[src/rtl/hp_pkg.sv]
package hp_pkg;
    localparam int unsigned REG_W  = 32;
    localparam int unsigned CTL_W  = 11;
    localparam int unsigned EV_W   = 5;
    localparam int unsigned PIN_W  = 5;

    // synchronised pin vector index
    localparam int unsigned PIN_BTN = 0;
    localparam int unsigned PIN_FLT = 1;
    localparam int unsigned PIN_MRL = 2;
    localparam int unsigned PIN_PRS = 3;
    localparam int unsigned PIN_EMI = 4;

    // status / control bit positions decoded by software
    localparam int unsigned EV_CMD     = 4;
    localparam int unsigned CTL_MASTER = 5;
    localparam int unsigned CTL_PWR    = 10;
    localparam int unsigned CTL_EMI    = 11;

    localparam logic [CTL_W-1:0] CTL_RESET = 11'h7C0;

    typedef enum logic [1:0] {
        SEL_CAP  = 2'd0,
        SEL_CTL  = 2'd1,
        SEL_STAT = 2'd2,
        SEL_NONE = 2'd3
    } reg_sel_e;

    typedef enum logic {
        CMD_IDLE = 1'b0,
        CMD_WAIT = 1'b1
    } cmd_state_e;
endpackage

[src/rtl/hp_sync.sv]
module hp_sync #(
    parameter int unsigned W      = 5,
    parameter int unsigned STAGES = 2
) (
    input  logic         clk,
    input  logic         rst_n,
    input  logic [W-1:0] din,
    output logic [W-1:0] dout
);
    logic [W-1:0] stg [STAGES];

    always_ff @(posedge clk or negedge rst_n) begin
        if (!rst_n) stg[0] <= '0;
        else        stg[0] <= din;
    end

    for (genvar s = 1; s < STAGES; s++) begin : g_stage
        always_ff @(posedge clk or negedge rst_n) begin
            if (!rst_n) stg[s] <= '0;
            else        stg[s] <= stg[s-1];
        end
    end

    assign dout = stg[STAGES-1];
endmodule

[src/rtl/hp_event_detect.sv]
module hp_event_detect import hp_pkg::*; (
    input  logic       clk,
    input  logic       rst_n,
    input  logic [3:0] lvl,
    output logic [3:0] evt
);
    logic [3:0] prev_q;

    always_ff @(posedge clk or negedge rst_n) begin
        if (!rst_n) prev_q <= '0;
        else        prev_q <= lvl;
    end

    always_comb begin
        evt[PIN_BTN] = lvl[PIN_BTN] & ~prev_q[PIN_BTN];
        evt[PIN_FLT] = lvl[PIN_FLT] & ~prev_q[PIN_FLT];
        evt[PIN_MRL] = lvl[PIN_MRL] ^ prev_q[PIN_MRL];
        evt[PIN_PRS] = lvl[PIN_PRS] ^ prev_q[PIN_PRS];
    end
endmodule

[src/rtl/hp_cmd_tracker.sv]
module hp_cmd_tracker import hp_pkg::*; #(
    parameter int unsigned CMD_LAT   = 8,
    parameter bit          SUPPORTED = 1'b1
) (
    input  logic clk,
    input  logic rst_n,
    input  logic ctl_wr,
    output logic done,
    output logic busy
);
    localparam int unsigned CW = $clog2(CMD_LAT + 1);
    localparam logic [CW-1:0] LAST = CW'(CMD_LAT - 1);

    if (SUPPORTED) begin : g_track
        cmd_state_e    state_q, state_d;
        logic [CW-1:0] cnt_q, cnt_d;

        always_ff @(posedge clk or negedge rst_n) begin
            if (!rst_n) begin
                state_q <= CMD_IDLE;
                cnt_q   <= '0;
            end else begin
                state_q <= state_d;
                cnt_q   <= cnt_d;
            end
        end

        always_comb begin
            state_d = state_q;
            cnt_d   = cnt_q;
            unique case (state_q)
                CMD_IDLE: begin
                    if (ctl_wr) begin
                        state_d = CMD_WAIT;
                        cnt_d   = '0;
                    end
                end
                CMD_WAIT: begin
                    if (ctl_wr) begin
                        cnt_d = '0;
                    end else if (cnt_q == LAST) begin
                        state_d = CMD_IDLE;
                    end else begin
                        cnt_d = cnt_q + 1'b1;
                    end
                end
                default: state_d = CMD_IDLE;
            endcase
        end

        always_comb begin
            busy = (state_q == CMD_WAIT);
            done = (state_q == CMD_WAIT) && !ctl_wr && (cnt_q == LAST);
        end
    end else begin : g_none
        assign busy = 1'b0;
        assign done = 1'b0;
    end
endmodule

[src/rtl/hp_slot_regs.sv]
module hp_slot_regs import hp_pkg::*; #(
    parameter int unsigned CMD_LAT      = 8,
    parameter int unsigned SYNC_STAGES  = 2,
    parameter logic [12:0] SLOT_NUM     = 13'd5,
    parameter bit          HAS_BTN      = 1'b1,
    parameter bit          HAS_PWR_CTL  = 1'b1,
    parameter bit          HAS_MRL      = 1'b1,
    parameter bit          HAS_ATTN_IND = 1'b1,
    parameter bit          HAS_PWR_IND  = 1'b1,
    parameter bit          SURPRISE_OK  = 1'b1,
    parameter bit          HP_CAPABLE   = 1'b1,
    parameter bit          HAS_EMI      = 1'b1,
    parameter bit          NO_CMD_CPL   = 1'b0
) (
    input  logic             clk,
    input  logic             rst_n,
    input  logic [1:0]       reg_addr,
    input  logic             reg_wr,
    input  logic [REG_W-1:0] reg_wdata,
    output logic [REG_W-1:0] reg_rdata,
    input  logic             btn_in,
    input  logic             flt_in,
    input  logic             mrl_in,
    input  logic             prs_in,
    input  logic             emi_in,
    output logic             slot_pwr_en,
    output logic [1:0]       attn_ind,
    output logic [1:0]       pwr_ind,
    output logic             emi_toggle,
    output logic             irq
);
    localparam logic [REG_W-1:0] CAP_VAL = {SLOT_NUM, NO_CMD_CPL, HAS_EMI, 10'd0,
        HP_CAPABLE, SURPRISE_OK, HAS_PWR_IND, HAS_ATTN_IND, HAS_MRL, HAS_PWR_CTL, HAS_BTN};
    localparam bit CPL_OK = !NO_CMD_CPL &&
        (HAS_PWR_CTL || HAS_ATTN_IND || HAS_PWR_IND || HAS_EMI);

    logic [PIN_W-1:0] pins_raw, pins_s;
    logic [3:0]       evt;
    logic [CTL_W-1:0] ctrl_q;
    logic [EV_W-1:0]  flags_q, ev_set, ev_clr;
    logic             wr_ctl, wr_stat, cmd_done, cmd_busy;
    logic             unused_wbits;

    assign unused_wbits = ^reg_wdata[REG_W-1:CTL_EMI+1];

    assign pins_raw = {emi_in, prs_in, mrl_in, flt_in, btn_in};
    assign wr_ctl   = reg_wr && (reg_addr == SEL_CTL);
    assign wr_stat  = reg_wr && (reg_addr == SEL_STAT);

    hp_sync #(.W(PIN_W), .STAGES(SYNC_STAGES)) u_sync (
        .clk(clk), .rst_n(rst_n), .din(pins_raw), .dout(pins_s)
    );

    hp_event_detect u_edge (
        .clk(clk), .rst_n(rst_n), .lvl(pins_s[3:0]), .evt(evt)
    );

    hp_cmd_tracker #(.CMD_LAT(CMD_LAT), .SUPPORTED(CPL_OK)) u_cmd (
        .clk(clk), .rst_n(rst_n), .ctl_wr(wr_ctl), .done(cmd_done), .busy(cmd_busy)
    );

    // control register and interlock pulse
    always_ff @(posedge clk or negedge rst_n) begin
        if (!rst_n) begin
            ctrl_q     <= CTL_RESET;
            emi_toggle <= 1'b0;
        end else begin
            emi_toggle <= wr_ctl && reg_wdata[CTL_EMI] && HAS_EMI;
            if (wr_ctl) ctrl_q <= reg_wdata[CTL_W-1:0];
        end
    end

    // event flags: set beats clear
    assign ev_set = {cmd_done, evt};
    assign ev_clr = wr_stat ? reg_wdata[EV_W-1:0] : '0;

    always_ff @(posedge clk or negedge rst_n) begin
        if (!rst_n) flags_q <= '0;
        else        flags_q <= (flags_q & ~ev_clr) | ev_set;
    end

    // outputs
    always_comb begin
        slot_pwr_en = ~ctrl_q[CTL_PWR];
        attn_ind    = ctrl_q[7:6];
        pwr_ind     = ctrl_q[9:8];
        irq         = ctrl_q[CTL_MASTER] && |(flags_q & ctrl_q[EV_W-1:0]);
    end

    always_comb begin
        unique case (reg_sel_e'(reg_addr))
            SEL_CAP:  reg_rdata = CAP_VAL;
            SEL_CTL:  reg_rdata = {{(REG_W-CTL_W){1'b0}}, ctrl_q};
            SEL_STAT: reg_rdata = {{(REG_W-8){1'b0}}, pins_s[PIN_EMI],
                                   pins_s[PIN_PRS], pins_s[PIN_MRL], flags_q};
            default:  reg_rdata = '0;
        endcase
    end
endmodule

[config.mk]
export PLATFORM = sky130hd
export DESIGN_NAME = hp_slot_regs
export DESIGN_NICKNAME = d
export VERILOG_FILES = /design/src/rtl/hp_pkg.sv /design/src/rtl/hp_sync.sv /design/src/rtl/hp_event_detect.sv /design/src/rtl/hp_cmd_tracker.sv /design/src/rtl/hp_slot_regs.sv
export SDC_FILE = /design/constraint.sdc
export NUM_CORES = 1
export LEC_CHECK = 0
export ABC_AREA = 1
export BUFFER_PORTS_ARGS = -buffer_cell sky130_fd_sc_hd__buf_2
export CAP_MARGIN = 0
export CORE_MARGIN = 1
export CORE_UTILIZATION = 45
export DETAILED_ROUTE_END_ITERATION = 7
export PLACE_DENSITY = 0.82
export SYNTH_ARGS = -nofsm -noshare
export SYNTH_HDL_FRONTEND = slang
export SYNTH_SLANG_ARGS = --single-unit
[constraint.sdc]
create_clock -name clk -period 1.8 [get_ports clk]
set_clock_uncertainty 0.15 [all_clocks]
set_input_delay 0.27 -clock clk [delete_from_list [all_inputs] [get_ports clk]]
set_output_delay 0.27 -clock clk [all_outputs]
set_load 0.1 [all_outputs]
== Word level (Yosys, flattened, before mapping) ==
Cells that the tools add are included.

* Register bits after elaboration: 36
* Bits of input ports: 42
* Output and inout port bits: 39
* Word-level logic and storage cells: 46

* $add $sub $neg: 1
* Eq/ne operators: 5
* Mux-type cells: 10
* Bitwise logic cells: 12
* Reductions and logical operators: 10

{| class="wikitable"
|+ Operators with widths
! cell !! count
|-
| case mux 22 bit (3 select lines) || 1
|-
| 2-to-1 mux 4 bit || 3
|-
| AND 5 bit || 2
|-
| case mux 4 bit (2 select lines) || 1
|-
| logical AND 1 bit || 6
|-
| 2-to-1 mux 5 bit || 1
|-
| NOT 5 bit || 1
|-
| bitwise OR 5 bit || 1
|-
| OR reduction 5 bit || 1
|-
| adder 4 x 1 -> 4 bit (second input constant) || 1
|-
| equality test 4 x 3 -> 1 bit (second input constant) || 1
|-
| NOT 1 bit || 4
|-
| 2-to-1 mux 1 bit || 3
|-
| != test 3 x 2 -> 1 bit (second input constant) || 1
|-
| AND 1 bit || 2
|-
| equality test 2 x 1 -> 1 bit (second input constant) || 1
|-
| equality test 2 bit (second input constant) || 1
|-
| zero test 2 bit || 1
|-
| != test 2 x 1 -> 1 bit (second input constant) || 1
|-
| case mux 1 bit (2 select lines) || 1
|-
| AND reduction 2 bit || 1
|-
| bitwise XOR 1 bit || 2
|-
| zero test 1 bit || 1
|}

== Logic depth before layout (Yosys ltp) ==
* Depth after elaboration: 6
* Gate-level depth with buffers: 7
* Depth with buffers taken out: 6

== By module ==
From an unflattened synthesis, not the netlist that was laid out.

* Cells, all modules: 211
* Area total of the unflattened synthesis: 1770.4 sq um

{| class="wikitable"
|+ By module, submodules not included
! module !! instances !! cells an instance !! area an instance (sq um) !! sequential area each (sq um)
|-
| hp_slot_regs || 1 || 147 || 1046.0 || 431.7
|-
| hp_sync || 1 || 15 || 287.8 || 250.2
|-
| hp_cmd_tracker || 1 || 31 || 284.0 || 125.1
|-
| hp_event_detect || 1 || 18 || 152.6 || 100.1
|}

== Worst setup path after synthesis ==
OpenSTA, ideal clock, no wires.

* Path type: reg-to-output
* Start: register ctrl_q[5]
* End: output reg_rdata[5]
* Arrival time: 2.454 ns
* Data required time: 1.380 ns
* Path slack: -1.074 ns
* Cell stages (with the launch flop): 3
* Path buffers: 0
* Cells stage by stage: dfrtp_1 > inv_1 > o21ai_0

* Word-level cells in the longest chain between the ends: 1

{| class="wikitable"
|+ RTL lines
! element !! line !! RTL
|-
| from (decl) || hp_slot_regs.sv:39 || <nowiki>logic [CTL_W-1:0] ctrl_q;</nowiki>
|-
| from (signal assigned) || hp_slot_regs.sv:69 || <nowiki>if (wr_ctl) ctrl_q <= reg_wdata[CTL_W-1:0];</nowiki>
|-
| case mux 22 bit (3 select lines) || hp_slot_regs.sv:91 || <nowiki>unique case (reg_sel_e'(reg_addr))</nowiki>
|-
| to (decl) || hp_slot_regs.sv:20 || <nowiki>output logic [REG_W-1:0] reg_rdata,</nowiki>
|}

No other way between the ends.

== Worst setup path after layout ==
* Start: register ctrl_q[0]
* End: output irq

* Word-level cells in the longest chain between the ends: 3

{| class="wikitable"
|+ RTL lines
! element !! line !! RTL
|-
| AND 5 bit || hp_slot_regs.sv:87 || <nowiki>irq = ctrl_q[CTL_MASTER] && |(flags_q & ctrl_q[EV_W-1:0]);</nowiki>
|-
| OR reduction 5 bit || hp_slot_regs.sv:87 ||
|-
| logical AND 1 bit || hp_slot_regs.sv:87 ||
|-
| to (decl) || hp_slot_regs.sv:30 || <nowiki>output logic irq</nowiki>
|}

No other way between the ends.

==> results_dict.tcl <==
set metrics [dict create \
    synth-seq-cells 36 \
    rows 21 \
    end_kind "output port" \
    dr.first_iter.drc_count 45 \
    crit_buf_inv 1 \
    antenna_found_initial 0 \
    fmax_mhz 578 \
    finalCritPeriodShare 0.962 \
    area_growth_pct 28.2 \
    cts_htree_levels 2 \
    via_per_inst 4.41 \
    gp_congestion 0.744 \
    grt_use_total 0.175 \
    post-dp-hpwl_um 2180 \
    cts_sinks 36 \
    drtPass1Iterations 4 \
    seq_area_sq_um 907 \
    cp-start-kind "flop" \
    clkTransAtPathRegs_ns 0.07 \
    diodes 0 \
    initial_core_util 0.485 \
    netlist_area_sq_um 1670 \
    num_vias 1204 \
    setup_viol 0 \
    r2r_start "u_cmd.g_track.cnt_q[0]" \
    maxCapViolations 0 \
    final_core_util 0.622 \
    wl_per_cell_um 10.7 \
    critical_path.startpoint "ctrl_q[0]" \
    critPathMaxFanout 3 \
    dpl_worst_slack_ns 0.189 \
    cpMaxStageDelayCell "dfrtp_1" \
    fillers 291 \
    rr_worst_depth 6 \
    overflow 0 \
    endpoint "irq" \
    cp_num_cells 4 \
    clockRootBuffer "clkbuf_8" \
    postSynthAreaPerCell_sq_um 9.32 \
    grt_pass1_vias 1201 \
    synthDistinctLibCells 21 \
    period_minus_slack_ns 1.73 \
    fp.coreArea_sq_um 3440 \
    die_x_um 62.9 \
    stdcell_area_sq_um 2140 \
    hp-class "in -> reg" \
    ys_warn_count 0 \
    irDropWorstVdd_mv 0.578 \
    synthCells 179 \
    fin_tns_setup_ns 0 \
    multi_input_area_sq_um 557 \
    status "completed" \
    power_mw 2.65 \
    port-buffer-count 42 \
    seq_area_frac_synth 0.543 \
    layout_setup_ws_ns 0.0690 \
    cpPeakStageDelay_ns 0.39 \
    drt_wl_total_um 2910 \
    crit_type "reg -> out" \
    r2r-end "u_cmd.g_track.cnt_q[0]" \
    hold_viol_final 0 \
    fin_nets 269 \
    crit_family "flip-flops" \
    clock_latency_ns 0.29 \
    drive_gt1_frac 0.304 \
    reg2reg_slack_ns 0.40 \
    grt_max_degree 37 \
    io_pins 81 \
    cp.required_ns 1.38 \
    critical_path.cell_chain "a22o_1 -> nor2_1 -> nor2_2 -> buf_4" \
    worstPathArrival_ns 1.31 \
    slew_viol_final 0 \
    p_per_area_nw_per_um2 1240 \
    cts_made_buffers 5 \
    dieArea_sq_um 3960 \
    dieHeight_um 62.9 \
    cts_tree "yes" \
    grt_pass1_wl_um 5210 \
    rsz0062_at_grt "false" \
    ant_nets 0 \
    postPlaceCellArea_sq_um 2000 \
    clk_path_buf_depth 2 \
    p_leak_nw 1.11 \
    route.detailed.drc 0 \
]
layer usage:
layer / wire length, um / part of all wire / GRT usage / up-vias
met5: 0 / 0 / 0 / -
met4: 40 / 0.014 / 0.0698 / 0
met3: 146 / 0.050 / 0.0693 / 5
met2: 1550 / 0.53 / 0.296 / 37
met1: 1170 / 0.40 / 0.196 / 552
li1: - / - / - / 610
sequential cells by signal (all words and copies together) (netlist names):
| name | flops |
|---|---|
| u_sync.stg | 5 |
| u_edge.prev_q | 4 |
| u_cmd.busy | 1 |
| emi_toggle | 1 |
| u_sync.dout | 5 |
| ctrl_q | 11 |
| flags_q | 5 |
| u_cmd.g_track.cnt_q | 4 |
tightest hold or removal path, stage by stage:
cell and delay, ns:
buf_2 0.09, nand2_1 0.05, nand2_1 0.05
worst min-delay path by stage:
stage | startpoint | slack (ns) | cells after the start | end
2_1_floorplan | rst_n | -0.18 | 0 | ctrl_q[0]
3_3_place_gp | rst_n | 0.18 | 2 | u_sync.dout[0]
3_5_place_dp | rst_n | 0.18 | 2 | flags_q[1]
4_1_cts | reg_wdata[6] | 0.02 | 3 | ctrl_q[6]
5_1_grt | reg_wdata[6] | 0.03 | 3 | ctrl_q[6]
6_report | reg_wdata[6] | 0.02 | 3 | ctrl_q[6]
timing repair:
item                                    CTS  global route
hold buffers                              6             0
setup buffers                             0             0
hold endpoints to repair                 36             0
endpoints found under the setup margin    0             1
resized for setup                         0             2
synthesized netlist by cell type, drive strengths merged:
cell	n	area share
nor2	13	0.039
inv	21	0.050
nand4	1	0.0038
dfrtp	31	0.46
buf	27	0.12
dfstp	5	0.079
o21ai	28	0.095
conb	1	0.0022
xnor2	2	0.010
a22o	2	0.010
nand2	43	0.10
ha	1	0.0075
nand3	3	0.0090
a21oi	1	0.0030
stage by stage:
step                      hold slack (ns)  std cells
final                              0.0222        273
after global routing               0.0313        273
after CTS                          0.0186        273
after detailed placement            0.182        259
after global placement              0.182        259
after floorplan                    -0.176        196
power breakdown:
part           internal, mW  switching, mW
sequential            0.950         0.0850
clock                 0.271          0.269
combinational         0.267          0.812
cell families (layout without fill, tap and decap cells):
logic type / Yosys count / after routing / synth area share
xor gates and xnor gates: 2 / 2 / 0.0105
AOI/OAI and AO/OA: 31 / 31 / 0.109
buffers and inverters: 48 / 79 / 0.175
adders and majority gates: 1 / 1 / 0.00750
and+or+nand+nor: 60 / 60 / 0.153
DFF: 36 / 36 / 0.543
other: 1 / 18 / 0.00225
placed cells by master, fill, tap and decap left out, drive strengths merged:
cell,netlist,final
inv,21,21
xnor2,2,2
dfrtp,31,31
nor2,13,13
conb,1,18
dfstp,5,5
nand2,43,43
a22o,2,2
nand3,3,3
clkbuf,0,7
o21ai,28,28
ha,1,1
dlygate4sd3,0,6
nand4,1,1
clkinv,0,1
a21oi,1,1
buf,27,44
layout make-up:
class                      count  area share
clock inverter                 1     0.00234
multi-input combinational    112       0.260
tap                           46      0.0269
clock buffer                   7      0.0357
sequential                    36       0.424
timing repair buffer          50       0.212
inverter                      21      0.0392
No activity file was read; power rests on OpenSTA's default activity.
